`src/rtl/flash_cmd_pkg.sv`:
```
package flash_cmd_pkg;

  typedef enum logic [2:0] {
    ST_IDLE,
    ST_UNL1,
    ST_UNL2,
    ST_PROG,
    ST_BUF,
    ST_ERASE,
    ST_EXIT
  } seqState_t;

  // strobes handed from control to datapath
  typedef struct packed {
    logic prog;
    logic bufWr;
    logic erase;
    logic susp;
    logic resume;
    logic rst;
  } cmdStrobe_t;

  localparam logic [7:0] CODE_KEY1     = 8'hAA;
  localparam logic [7:0] CODE_KEY2     = 8'h55;
  localparam logic [7:0] CODE_PROGRAM  = 8'hA0;
  localparam logic [7:0] CODE_BUFFER   = 8'hA5;
  localparam logic [7:0] CODE_ERASE    = 8'h80;
  localparam logic [7:0] CODE_SECTOR   = 8'h30;
  localparam logic [7:0] CODE_CHIP     = 8'h10;
  localparam logic [7:0] CODE_SHORTCUT = 8'h20;
  localparam logic [7:0] CODE_EXIT1    = 8'h90;
  localparam logic [7:0] CODE_EXIT2    = 8'h00;
  localparam logic [7:0] CODE_RESET    = 8'hF0;
  localparam logic [7:0] CODE_SUSPEND  = 8'hB0;
  localparam logic [7:0] CODE_RESUME   = 8'h30;

  localparam logic [11:0] KEY_ADDR_A = 12'hAAA;
  localparam logic [11:0] KEY_ADDR_B = 12'h555;

endpackage

```
`src/rtl/fcd_ctrl.sv`:
```
module fcd_ctrl
  import flash_cmd_pkg::*;
#(
  parameter int ADDR_W = 16,
  parameter int DATA_W = 8
) (
  input  logic              clk,
  input  logic              rstN,
  input  logic              wrEn,
  input  logic [ADDR_W-1:0] wrAddr,
  input  logic [DATA_W-1:0] wrData,
  input  logic              busy,
  input  logic              opDone,
  input  logic              accelIn,
  input  logic              overlayOn,
  output cmdStrobe_t        strobe,
  output logic              bypassMode,
  output logic              suspended
);

  localparam logic [ADDR_W-1:0] keyMask  = ADDR_W'(12'hFFF);
  localparam logic [ADDR_W-1:0] keyAddrA = ADDR_W'(KEY_ADDR_A);
  localparam logic [ADDR_W-1:0] keyAddrB = ADDR_W'(KEY_ADDR_B);

  seqState_t stateQ, stateD;
  logic bypassQ, bypassD;
  logic suspQ, suspD;
  logic accelQ;
  logic hitA, hitB, suspOk, resumeOk, blocked;

  function automatic logic isCode(input logic [DATA_W-1:0] d, input logic [7:0] c);
    return d == DATA_W'(c);
  endfunction

  always_comb begin
    hitA     = (wrAddr & keyMask) == keyAddrA;
    hitB     = (wrAddr & keyMask) == keyAddrB;
    suspOk   = wrEn && isCode(wrData, CODE_SUSPEND) && busy && !suspQ && !overlayOn;
    resumeOk = wrEn && isCode(wrData, CODE_RESUME) && suspQ && !overlayOn
               && (stateQ == ST_IDLE);
    blocked  = busy || suspQ;

    stateD  = stateQ;
    bypassD = bypassQ;
    suspD   = suspQ;
    strobe  = '0;

    if (suspOk) begin
      strobe.susp = 1'b1;
      suspD       = 1'b1;
      stateD      = ST_IDLE;
    end else if (resumeOk) begin
      strobe.resume = 1'b1;
      suspD         = 1'b0;
    end else if (wrEn && !blocked) begin
      unique case (stateQ)
        ST_IDLE: begin
          if (hitA && isCode(wrData, CODE_KEY1)) stateD = ST_UNL1;
          else if (!bypassQ) begin
            if (isCode(wrData, CODE_RESET)) strobe.rst = 1'b1;
          end else if (isCode(wrData, CODE_PROGRAM)) stateD = ST_PROG;
          else if (isCode(wrData, CODE_BUFFER)) stateD = ST_BUF;
          else if (isCode(wrData, CODE_ERASE)) stateD = ST_ERASE;
          else if (isCode(wrData, CODE_EXIT1)) stateD = ST_EXIT;
        end
        ST_UNL1: stateD = (hitB && isCode(wrData, CODE_KEY2)) ? ST_UNL2 : ST_IDLE;
        ST_UNL2: begin
          stateD = ST_IDLE;
          if (isCode(wrData, CODE_RESET)) strobe.rst = 1'b1;
          else if (!bypassQ && hitA) begin
            if (isCode(wrData, CODE_PROGRAM)) stateD = ST_PROG;
            else if (isCode(wrData, CODE_BUFFER)) stateD = ST_BUF;
            else if (isCode(wrData, CODE_ERASE)) stateD = ST_ERASE;
            else if (isCode(wrData, CODE_SHORTCUT)) bypassD = 1'b1;
          end
        end
        ST_PROG: begin
          strobe.prog = 1'b1;
          stateD      = ST_IDLE;
        end
        ST_BUF: begin
          strobe.bufWr = 1'b1;
          stateD       = ST_IDLE;
        end
        ST_ERASE: begin
          strobe.erase = isCode(wrData, CODE_SECTOR) || isCode(wrData, CODE_CHIP);
          stateD       = ST_IDLE;
        end
        ST_EXIT: begin
          if (isCode(wrData, CODE_EXIT2)) bypassD = 1'b0;
          stateD = ST_IDLE;
        end
        default: stateD = ST_IDLE;
      endcase
    end

    if (opDone) suspD = 1'b0;
    if (accelIn) bypassD = 1'b1;
    else if (accelQ) bypassD = 1'b0;
  end

  always_ff @(posedge clk) begin
    if (!rstN) begin
      stateQ  <= ST_IDLE;
      bypassQ <= 1'b0;
      suspQ   <= 1'b0;
      accelQ  <= 1'b0;
    end else begin
      stateQ  <= stateD;
      bypassQ <= bypassD;
      suspQ   <= suspD;
      accelQ  <= accelIn;
    end
  end

  assign bypassMode = bypassQ;
  assign suspended  = suspQ;

  assert_suspend_needs_busy_R11: assert property (@(posedge clk) disable iff (!rstN)
    $rose(suspQ) |-> $past(busy));

  assert_accel_forces_bypass_R14: assert property (@(posedge clk) disable iff (!rstN)
    accelIn |=> bypassQ);

endmodule

```
`src/rtl/fcd_datapath.sv`:
```
module fcd_datapath
  import flash_cmd_pkg::*;
#(
  parameter int ADDR_W = 16,
  parameter int DATA_W = 8
) (
  input  logic              clk,
  input  logic              rstN,
  input  cmdStrobe_t        strobe,
  input  logic [ADDR_W-1:0] wrAddr,
  input  logic [DATA_W-1:0] wrData,
  output logic              cmdProgram,
  output logic              cmdBufWrite,
  output logic              cmdErase,
  output logic              cmdSuspend,
  output logic              cmdResume,
  output logic              cmdReset,
  output logic [ADDR_W-1:0] cmdAddr,
  output logic [DATA_W-1:0] cmdData
);

  cmdStrobe_t strobeQ;
  logic [ADDR_W-1:0] addrQ;
  logic [DATA_W-1:0] dataQ;

  always_ff @(posedge clk) begin
    if (!rstN) begin
      strobeQ <= '0;
      addrQ   <= '0;
      dataQ   <= '0;
    end else begin
      strobeQ <= strobe;
      if (|strobe) begin
        addrQ <= wrAddr;
        dataQ <= wrData;
      end
    end
  end

  assign cmdProgram  = strobeQ.prog;
  assign cmdBufWrite = strobeQ.bufWr;
  assign cmdErase    = strobeQ.erase;
  assign cmdSuspend  = strobeQ.susp;
  assign cmdResume   = strobeQ.resume;
  assign cmdReset    = strobeQ.rst;
  assign cmdAddr     = addrQ;
  assign cmdData     = dataQ;

  assert_single_strobe_R2: assert property (@(posedge clk) disable iff (!rstN)
    $onehot0({cmdProgram, cmdBufWrite, cmdErase, cmdSuspend, cmdResume, cmdReset}));

endmodule

```
`src/rtl/flash_cmd_decoder.sv`:
```
module flash_cmd_decoder
  import flash_cmd_pkg::*;
#(
  parameter int ADDR_W = 16,
  parameter int DATA_W = 8
) (
  input  logic              clk,
  input  logic              rstN,
  input  logic              wrEn,
  input  logic [ADDR_W-1:0] wrAddr,
  input  logic [DATA_W-1:0] wrData,
  input  logic              busy,
  input  logic              opDone,
  input  logic              accelIn,
  input  logic              overlayOn,
  output logic              cmdProgram,
  output logic              cmdBufWrite,
  output logic              cmdErase,
  output logic              cmdSuspend,
  output logic              cmdResume,
  output logic              cmdReset,
  output logic [ADDR_W-1:0] cmdAddr,
  output logic [DATA_W-1:0] cmdData,
  output logic              bypassMode,
  output logic              suspended
);

  cmdStrobe_t strobe;

  fcd_ctrl #(.ADDR_W(ADDR_W), .DATA_W(DATA_W)) uCtrl (
    .clk(clk), .rstN(rstN), .wrEn(wrEn), .wrAddr(wrAddr), .wrData(wrData),
    .busy(busy), .opDone(opDone), .accelIn(accelIn), .overlayOn(overlayOn),
    .strobe(strobe), .bypassMode(bypassMode), .suspended(suspended)
  );

  fcd_datapath #(.ADDR_W(ADDR_W), .DATA_W(DATA_W)) uData (
    .clk(clk), .rstN(rstN), .strobe(strobe), .wrAddr(wrAddr), .wrData(wrData),
    .cmdProgram(cmdProgram), .cmdBufWrite(cmdBufWrite), .cmdErase(cmdErase),
    .cmdSuspend(cmdSuspend), .cmdResume(cmdResume), .cmdReset(cmdReset),
    .cmdAddr(cmdAddr), .cmdData(cmdData)
  );

  assert_program_data_R2: assert property (@(posedge clk) disable iff (!rstN)
    cmdProgram |-> (cmdData == $past(wrData)) && (cmdAddr == $past(wrAddr)));

  assert_resume_clears_R12: assert property (@(posedge clk) disable iff (!rstN)
    cmdResume |-> !suspended);

  assert_overlay_blocks_R13: assert property (@(posedge clk) disable iff (!rstN)
    (cmdSuspend || cmdResume) |-> !$past(overlayOn));

endmodule

```
`config.mk`:
```
export PLATFORM = sky130hd
export DESIGN_NAME = flash_cmd_decoder
export DESIGN_NICKNAME = d
export VERILOG_FILES = /design/src/rtl/flash_cmd_pkg.sv /design/src/rtl/fcd_ctrl.sv /design/src/rtl/fcd_datapath.sv /design/src/rtl/flash_cmd_decoder.sv
export SDC_FILE = /design/constraint.sdc
export NUM_CORES = 1
export LEC_CHECK = 0
export ABC_AREA = 1
export BUFFER_PORTS_ARGS = -buffer_cell sky130_fd_sc_hd__clkbuf_2
export CAP_MARGIN = 25
export CORE_MARGIN = 8
export CORE_UTILIZATION = 47
export DETAILED_ROUTE_END_ITERATION = 12
export GPL_TIMING_DRIVEN = 0
export PLACE_DENSITY = 0.75
export SETUP_SLACK_MARGIN = 0.05
export SYNTH_ARGS = -nofsm -noshare
export SYNTH_HDL_FRONTEND = slang
export SYNTH_SLANG_ARGS = --single-unit
```
`constraint.sdc`:
```
create_clock -name clk -period 1.5 [get_ports clk]
set_clock_uncertainty 0.1 [all_clocks]
set_input_delay 0 -clock clk [delete_from_list [all_inputs] [get_ports clk]]
set_output_delay 0 -clock clk [all_outputs]
set_load 0.03 [all_outputs]
```
### After elaboration in Yosys (flattened, before gate mapping)

Index checks and enable logic that the tools add are counted.

* muxes and demuxes: 43
* reductions and logical operators: 28
* bitwise gates (word level): 2
* equal/unequal tests: 30

Operator list (number)
* == test 8 bit (second input constant): 7
* 2-to-1 mux 3 bit: 14
* 2-to-1 mux 1 bit: 24
* == test 8 x 6 -> 1 bit (second input constant): 2
* != test 4 x 3 -> 1 bit (second input constant): 4
* == test 12 x 11 -> 1 bit (second input constant): 1
* == test 12 bit (second input constant): 1
* logical AND 1 bit: 12
* != test 4 x 2 -> 1 bit (second input constant): 3
* AND reduction 11 bit: 1
* == test 3 bit (second input constant): 3
* != test 3 x 2 -> 1 bit (second input constant): 3
* one-hot mux 3 bit (3 select lines): 1
* == test 8 x 5 -> 1 bit (second input constant): 1
* == test 8 x 7 -> 1 bit (second input constant): 1
* logical NOT 8 bit: 1
* == test 3 x 2 -> 1 bit (second input constant): 2
* != test 6 bit (second input constant): 1
* OR reduction 6 bit: 1
* logical NOT 1 bit: 4
* 2-to-1 mux 2 bit: 2
* one-hot mux 1 bit (2 select lines): 2
* AND reduction 4 bit: 1
* nonzero test 4 bit: 1
* other kinds (7): 10

* logic and storage cells: 115
* bits of input ports: 31
* output and inout port bits: 32
* flip-flop bits (word level): 36

### Depth between registers and ports, before layout

Gate-level depths: netlist (run 1).

* depth in word-level cells: 13
* mapped depth: 13
* gate-level depth less buffers: 12

### Hierarchy

Synthesis (run 1) repeated with hierarchy kept, for this count alone.

* cells, all modules: 338
* area total of the unflattened synthesis: 2123.3 um^2

Modules (own cells, without submodules)
* fcd_datapath: cells each 174, area each 1222.4 um^2, sequential area each 600.6 um^2, instances 1
* fcd_ctrl: cells each 164, area each 900.9 um^2, sequential area each 120.1 um^2, instances 1

### Least setup slack after synthesis (run 1)

OpenSTA, ideal clock, no wires.

* path type: reg-to-reg
* start point: register uCtrl.suspQ (netlist: uCtrl.suspended)
* end point: register uData.addrQ[15] (netlist: uData.cmdAddr[15])
* arrival: 1.584 ns
* library setup time: 0.110 ns
* data required time: 1.290 ns
* period minus slack after synthesis: 1.794 ns
* path buffers: 1
* cell stages (with the launch flop): 9
* setup slack: -0.294 ns
* cells stage by stage: dfxtp_1 inv_2 nand3_2 nor3_1 nor2_2 clkbuf_1 nand4_1 nand2_1 nor2_1

* cells in the longest elaborated chain, start to end: 7
* elaborated cells on any way between the ends: 18
* those cells by class: mux (8); reduce/logical (10)

Ends and longest elaborated chain
* from (decl): RTL line fcd_ctrl.sv:27 `logic suspQ, suspD;`
* from (signal assigned): RTL line fcd_ctrl.sv:111 `suspQ <= suspD;`
* logical OR 1 bit: RTL line fcd_ctrl.sv:41 `blocked = busy || suspQ;`
* logical NOT 1 bit: RTL line fcd_ctrl.sv:55 `end else if (wrEn && !blocked) begin`
* logical AND 1 bit: RTL line fcd_ctrl.sv:55
* 2-to-1 mux 1 bit / 2-to-1 mux 3 bit (equally long branches): RTL line fcd_ctrl.sv:55
* 2-to-1 mux 1 bit / 2-to-1 mux 3 bit (equally long branches): RTL line fcd_ctrl.sv:52 `end else if (resumeOk) begin`
* 2-to-1 mux 2 bit / 2-to-1 mux 3 bit (equally long branches): RTL line fcd_ctrl.sv:48 `if (suspOk) begin`
* OR reduction 6 bit *: RTL line fcd_datapath.sv:33 `if (|strobe) begin`
* to (signal assigned): RTL line fcd_datapath.sv:34 `addrQ <= wrAddr;`
* to (decl): RTL line fcd_datapath.sv:23 `logic [ADDR_W-1:0] addrQ;`

Every way passes the cells marked *; elsewhere a longest branch is shown, timed or not.
A chain may end at the register's enable or synchronous reset.

### Worst setup path after layout (run 1)

* start point: register uCtrl.stateQ[1]
* end point: register uData.addrQ[0] (netlist: uData.cmdAddr[0])

* cells in the longest elaborated chain, start to end: 6
* elaborated cells on any way between the ends: 18
* those cells by class: eq/ne (4); mux (11); reduce/logical (3)

Ends and longest elaborated chain
* from (decl): RTL line fcd_ctrl.sv:25 `seqState_t stateQ, stateD;`
* from (signal assigned): RTL line fcd_ctrl.sv:109 `stateQ <= stateD;`
* == test 3 x 2 -> 1 bit, or another cell as far along
* one-hot mux 1 bit (2 select lines) / 2-to-1 mux 1 bit (equally long branches): RTL line fcd_ctrl.sv:56 `unique case (stateQ)`
* 2-to-1 mux 1 bit / 2-to-1 mux 3 bit (equally long branches): RTL line fcd_ctrl.sv:55
* 2-to-1 mux 1 bit / 2-to-1 mux 3 bit (equally long branches): RTL line fcd_ctrl.sv:52
* 2-to-1 mux 2 bit / 2-to-1 mux 3 bit (equally long branches): RTL line fcd_ctrl.sv:48
* OR reduction 6 bit *: RTL line fcd_datapath.sv:33

Marked as above.

==> flow_summary.yaml, run 1 <==
cts:
  cts_buffers: 5
  cts_buffer_depth: 2
  cts-root-buf: "clkbuf_8"
  htreeDepth: 2
  path_clk_slew_ps: 80
  cts_tree: "built"
  worstSkewPairLatency_ps: 290
  cts_sinks: 36
cells_and_area:
  syn2layout_area_growth_pct: 53.2
  fillers: 359
  multi_input_area_mm2: 0.00123
  drive_gt1_frac: 0.355
  register_area_um2: 739
  post_layout_nonfiller_instances: 541
  layout.nets: 517
  diodes: 0
pwr:
  p_leak_nw: 1.85
  fin_total_pwr_mw: 2.03
  powerDensity_mw_per_mm2: 602
  peakVddDrop_v: 0.000450
timing:
  finalCritPeriodShare: 1.09
  rsz0062_at_grt: "yes"
  fin_crit_ps: 1630
  setup_ws_ps: -130
  setup_violations: 24
  tightest_slew_ps: 465
  drv_slew: 0
  hold_violations: 0
  slew-limit-headroom: 0.690
  max_freq_mhz: 614
yosys:
  synth_edf_count: 0
  ys_types: 23
  yosysSeqAreaShare: 0.328
  yosysMostFrequentCell: "nand2_1"
  synth_common_cells: "88 x nand2_1, 73 x inv_1, 54 x nor2_1"
  async_flop_share: 0
  syn-instance-count: 369
  syn_area_mm2: 0.00220
  synthTopCellsByArea: "dfxtp_1 33%, nand2_1 15%, inv_1 12%"
  yosysTopAreaCellShare: 0.328
  synthFlopType: "dfxtp_1"
  ys_seq_elements: 36
  ys_warn_count: 0
  synth_fp_nets: 400
  yosys.area.top_type: "dfxtp_1"
  syn_area_per_cell_um2: 5.96
placement:
  dpl.cell_count: 484
  hpwlAfterDp_um: 4580
  place.gp.congestion: 0.908
  io_buffers: 61
setup_path:
  crit_path_end_kind: "flop"
  startpoint_type: "flop"
  rrSetupSlack_ps: -130
  reg2reg_to: "uData.cmdAddr[0]"
  cp_data_arrival_time_ps: 1720
  critPathMaxFanout: 6
  timing.rr.start: "uCtrl.stateQ[1]"
  cp-startpoint: "uCtrl.stateQ[1]"
  worst_r2r_path_depth: 11
  crit_path_end: "uData.cmdAddr[0]"
  criticalPathCategory: "flop to flop"
  worstPathRequired_ps: 1590
global_route:
  first_global_vias: 2632
  grt_use_total: 0.194
  antenna_found_initial: 0
  grt_pass1_wl_um: 11400
  grt_overflow_total: 0
  grt_max_degree: 13
job:
  cap_violations: 0
route:
  wl_per_cell_um: 13.4
  drt_iter0_drc: 168
  vias: 2732
  ant_nets: 0
  firstDrtPassIters: 5
  vias_per_cell: 5.05
  route.detailed.drc: 0
  routed_wl_um: 7270
floorplanning:
  io_pins: 63
  die_y_um: 84.4
  dieArea_mm2: 0.00713
  initial_core_util: 0.475
  chipWidth_um: 84.4
  rows: 25
  coreArea_mm2: 0.00463
run_status:
  violations: "negative setup slack"
  status: "complete, but fails checks"
min_path:
  worstHoldStart: "wrData[6]"
  hp-class: "primary input to flop"
  holdPathStages: 4
-- cells in the final DEF (no fill, tap or decap), drive strengths merged --
| cell | count |
|---|---|
| nand4 | 35 |
| o21ai | 4 |
| clkinv | 1 |
| inv | 94 |
| nor4 | 4 |
| dlygate4sd3 | 30 |
| o21bai | 2 |
| buf | 25 |
| nor3 | 12 |
| nand3b | 2 |
| dfxtp | 36 |
| nand2 | 90 |
| clkbuf | 72 |
| a21oi | 3 |
| nor2 | 62 |
| nand3 | 15 |
-- worst max-delay path, cell delays in order (launching register included) --
cell	delay, ps
dfxtp_4	370
inv_6	80
nand2_4	70
nor2_4	120
nand3_2	90
a21oi_2	180
nor2_4	80
nand3_4	150
buf_6	150
nand2_1	60
inv_2	40
nor2_1	30
-- final cells by class --
| class | count | area share |
|---|---|---|
| buffer | 11 | 0.0282 |
| clock buffer | 6 | 0.0278 |
| clock inverter | 2 | 0.00334 |
| inverter | 93 | 0.109 |
| multi-input combinational | 229 | 0.364 |
| sequential | 36 | 0.219 |
| tap | 54 | 0.0201 |
| timing repair buffer | 110 | 0.228 |
-- layer usage --
layer | vias up | part of all wire | track usage
met5 | - | 0 | 0
met4 | 0 | 0.026 | 0.0906
met3 | 18 | 0.072 | 0.0576
met2 | 118 | 0.52 | 0.352
met1 | 1225 | 0.38 | 0.199
li1 | 1371 | - | -
-- kinds of logic after synthesis --
kind of cell	synth area share
and+or+nand+nor	0.463
buffers and inverters	0.187
DFF	0.328
AOI/OAI and AO/OA	0.0227
-- power breakdown --
group	internal (mW)	total [mW]	leakage [nW]	switching, mW
Combinational	0.117	0.259	1.50	0.143
Sequential	0.952	0.956	0.294	0.00384
Clock	0.427	0.813	0.0566	0.386
-- worst min-delay path by stage --
stage	to	slack (ps)
after floorplan	uCtrl.suspended	-30
after global placement	uCtrl.suspended	60
after detailed placement	uCtrl.suspended	60
after CTS	uData.cmdResume	-70
after global routing	uData.cmdSuspend	20
final	uData.cmdSuspend	9
-- registers in the layout (all words and copies together), names as in the netlist --
| signal | count |
|---|---|
| uData.cmdReset | 1 |
| uData.cmdAddr | 16 |
| uCtrl.suspended | 1 |
| uCtrl.bypassMode | 1 |
| uData.cmdErase | 1 |
| uData.cmdProgram | 1 |
| uData.cmdBufWrite | 1 |
| uData.cmdData | 8 |
| uCtrl.stateQ | 3 |
| uData.cmdSuspend | 1 |
| uCtrl.accelQ | 1 |
| uData.cmdResume | 1 |
-- repair_timing --
action,CTS,global route
setup endpoints to repair,24,28
hold buffers,29,1
pin swaps,4,14
cloned,1,1
gates resized for setup,15,28
setup buffers,8,9
hold endpoints to repair,30,2
-- through the flow --
step                setup TNS (ps)  hold WS (ps)  worst slack [ps]  utilization  area (um2)
CTS                          -2210         -67.9              -125        0.691        3200
detailed placement           -4060          61.9              -244        0.581        2690
global route                 -4670          23.6              -204        0.728        3370
finish                       -2710          9.31              -130        0.728        3370
floorplan                        0         -30.6              16.1            -        2320
global placement             -3530          57.3              -218        0.581        2690
Note: power is estimated with default switching activity, not from simulation.
==> inputs of run 2 (changes only) <==
--- a/config.mk
+++ b/config.mk
@@ -9,11 +9,12 @@
 export BUFFER_PORTS_ARGS = -buffer_cell sky130_fd_sc_hd__clkbuf_2
 export CAP_MARGIN = 25
 export CORE_MARGIN = 8
-export CORE_UTILIZATION = 47
+export CORE_UTILIZATION = 46
 export DETAILED_ROUTE_END_ITERATION = 12
 export GPL_TIMING_DRIVEN = 0
-export PLACE_DENSITY = 0.75
+export PLACE_DENSITY = 0.74
 export SETUP_SLACK_MARGIN = 0.05
 export SYNTH_ARGS = -nofsm -noshare
 export SYNTH_HDL_FRONTEND = slang
+export SYNTH_HIERARCHICAL = 1
 export SYNTH_SLANG_ARGS = --single-unit
==> flow_summary.yaml, run 2 <==
yosys:
  syn-instance-count: 338
  async_flop_share: 0
  syn_area_mm2: 0.00212
  synth_edf_count: 0
  synthFlopType: "dfxtp_1"
  synth_common_cells: "92 x nand2_1, 59 x nor2_1, 56 x inv_1"
  synthTopCellsByArea: "dfxtp_1 34%, nand2_1 16%, nor2_1 10%"
  ys_warn_count: 6
  yosys.area.top_type: "dfxtp_1"
  synth_fp_nets: 369
  yosysTopAreaCellShare: 0.339
  ys_seq_elements: 36
  yosysSeqAreaShare: 0.339
  syn_area_per_cell_um2: 6.28
  ys_types: 27
  yosysMostFrequentCell: "nand2_1"
floorplanning:
  coreArea_mm2: 0.00441
  initial_core_util: 0.481
  die_y_um: 83.9
  chipWidth_um: 83.9
  rows: 24
  io_pins: 63
  dieArea_mm2: 0.00705
route:
  firstDrtPassIters: 5
  drt_iter0_drc: 258
  vias: 2460
  vias_per_cell: 4.87
  route.detailed.drc: 0
  ant_nets: 0
  wl_per_cell_um: 13.4
  routed_wl_um: 6760
pwr:
  powerDensity_mw_per_mm2: 660
  fin_total_pwr_mw: 2.13
  p_leak_nw: 1.67
  peakVddDrop_v: 0.000680
cells_and_area:
  utilization: 0.730
  final_common_cell: "nand2_1"
  syn2layout_area_growth_pct: 51.8
  post_layout_nonfiller_instances: 505
  design_area_mm2: 0.00322
  final_cell_mix: "81 x nand2_1, 62 x clkbuf_2, 54 x nor2_1"
  drive_gt1_frac: 0.377
  largest_reg_flops: 16
  diodes: 0
  layout.nets: 483
setup_path:
  cp_num_buf_inv: 4
  crit_family: "simple AND/OR/NAND/NOR gates"
  worst_path_most_repeated_cell: "nor2_4"
  cp_data_arrival_time_ps: 2020
  critPathMaxFanout: 7
  rrSetupSlack_ps: -390
  startpoint_type: "flop"
  critical_path.cell_chain: "inv_2 -> nand2_4 -> nor2_4 -> inv_4 -> nor2_4 -> nand4_1 -> a21oi_2 -> nor2_2 -> nand3_4 -> buf_12 -> clkbuf_16 -> nor2_4 -> nor2_1"
  criticalPathCategory: "flop to flop"
  crit_path_end_kind: "flop"
  cp_slowest_stage_delay_ps: 350
  worstPathRequired_ps: 1620
  crit_slowest_cell: "dfxtp_4"
timing:
  tns_ps: -8730
  rsz0062_at_grt: "yes"
  finalCritPeriodShare: 1.26
  setup_ws_ps: -395
  setup_violations: 26
  tightest_slew_ps: 471
  slew-limit-headroom: 0.686
  hold_violations: 0
  drv_slew: 0
  fin_crit_ps: 1890
  max_freq_mhz: 528
  hold_ws_ps: 10.6
placement:
  hpwlAfterDp_um: 4100
  post-place-ws_ps: -458
  io_buffers: 62
  placed_area_mm2: 0.00253
  place.gp.congestion: 0.862
  dpl.cell_count: 452
cts:
  worstSkewPairLatency_ps: 290
  htreeDepth: 2
  cts_buffer_depth: 2
  cts_tree: "built"
  cts-root-buf: "clkbuf_8"
  cts_buffers: 5
  path_clk_slew_ps: 80
  cts_sinks: 36
global_route:
  first_global_vias: 2422
  grt_pass1_wl_um: 10800
  grt_overflow_total: 0
  antenna_found_initial: 0
  grt_use_total: 0.180
  grt_max_degree: 13
min_path:
  hp-class: "primary input to flop"
run_status:
  status: "complete, but fails checks"
  violations: "negative setup slack"
job:
  cap_violations: 0
-- run 2: layout make-up --
class,count,area [um2]
Multi-Input combinational cell,233,1230
Buffer,9,101
Clock inverter,3,41.3
Fill cell,328,1190
Inverter,60,228
Tap cell,52,65.1
Timing Repair Buffer,107,756
Sequential cell,36,733
Clock buffer,5,68.8
-- run 2: layer usage --
metal | up-vias | wire length (um) | GRT usage
met2 | 130 | 3280 | 0.297
met1 | 1065 | 2710 | 0.203
met3 | 21 | 606 | 0.0693
li1 | 1244 | - | -
met5 | - | 0 | 0
met4 | 0 | 153 | 0.0691
-- run 2: worst register-to-register path, cell delays in order (launching register included) --
cell and delay [ps]:
dfxtp_4 350, inv_2 60, nand2_4 60, nor2_4 150
inv_4 70, nor2_4 90, nand4_1 100, a21oi_2 190
nor2_2 80, nand3_4 140, buf_12 160, clkbuf_16 150
nor2_4 30, nor2_1 80
-- run 2: cell families (layout without fill, tap and decap cells) --
group	count (synthesis)	count (layout)	share of synthesized area
AND/OR/NAND/NOR	224	224	0.503
AO/OA/AOI/OAI	9	9	0.0224
flip-flops	36	36	0.339
buffers and inverters	69	184	0.136
-- run 2: power breakdown --
part / internal (mW) / total, mW / switching, mW
Combinational: 0.136 / 0.300 / 0.164
Sequential: 0.955 / 0.960 / 0.00550
Clock: 0.493 / 0.867 / 0.373
Total: 1.58 / 2.13 / 0.543
-- run 2: worst paths after layout --
kind                     from           endpoint  cells past startpoint
min                 wrData[4]   uData/cmdData[4]                      5
max reg2reg   uCtrl/suspended  uData/cmdAddr[10]                     13
max           uCtrl/suspended  uData/cmdAddr[10]                     13
min reg2reg  uData/cmdAddr[9]   uData/cmdAddr[9]                      2
-- run 2: timing repair --
action,4_1_cts,5_1_grt
hold buffers,26,0
endpoints found under the setup margin,26,28
resized for setup,22,21
endpoints found under the hold margin,25,0
cloned,1,2
buffers inserted,19,1
pin swaps,9,9
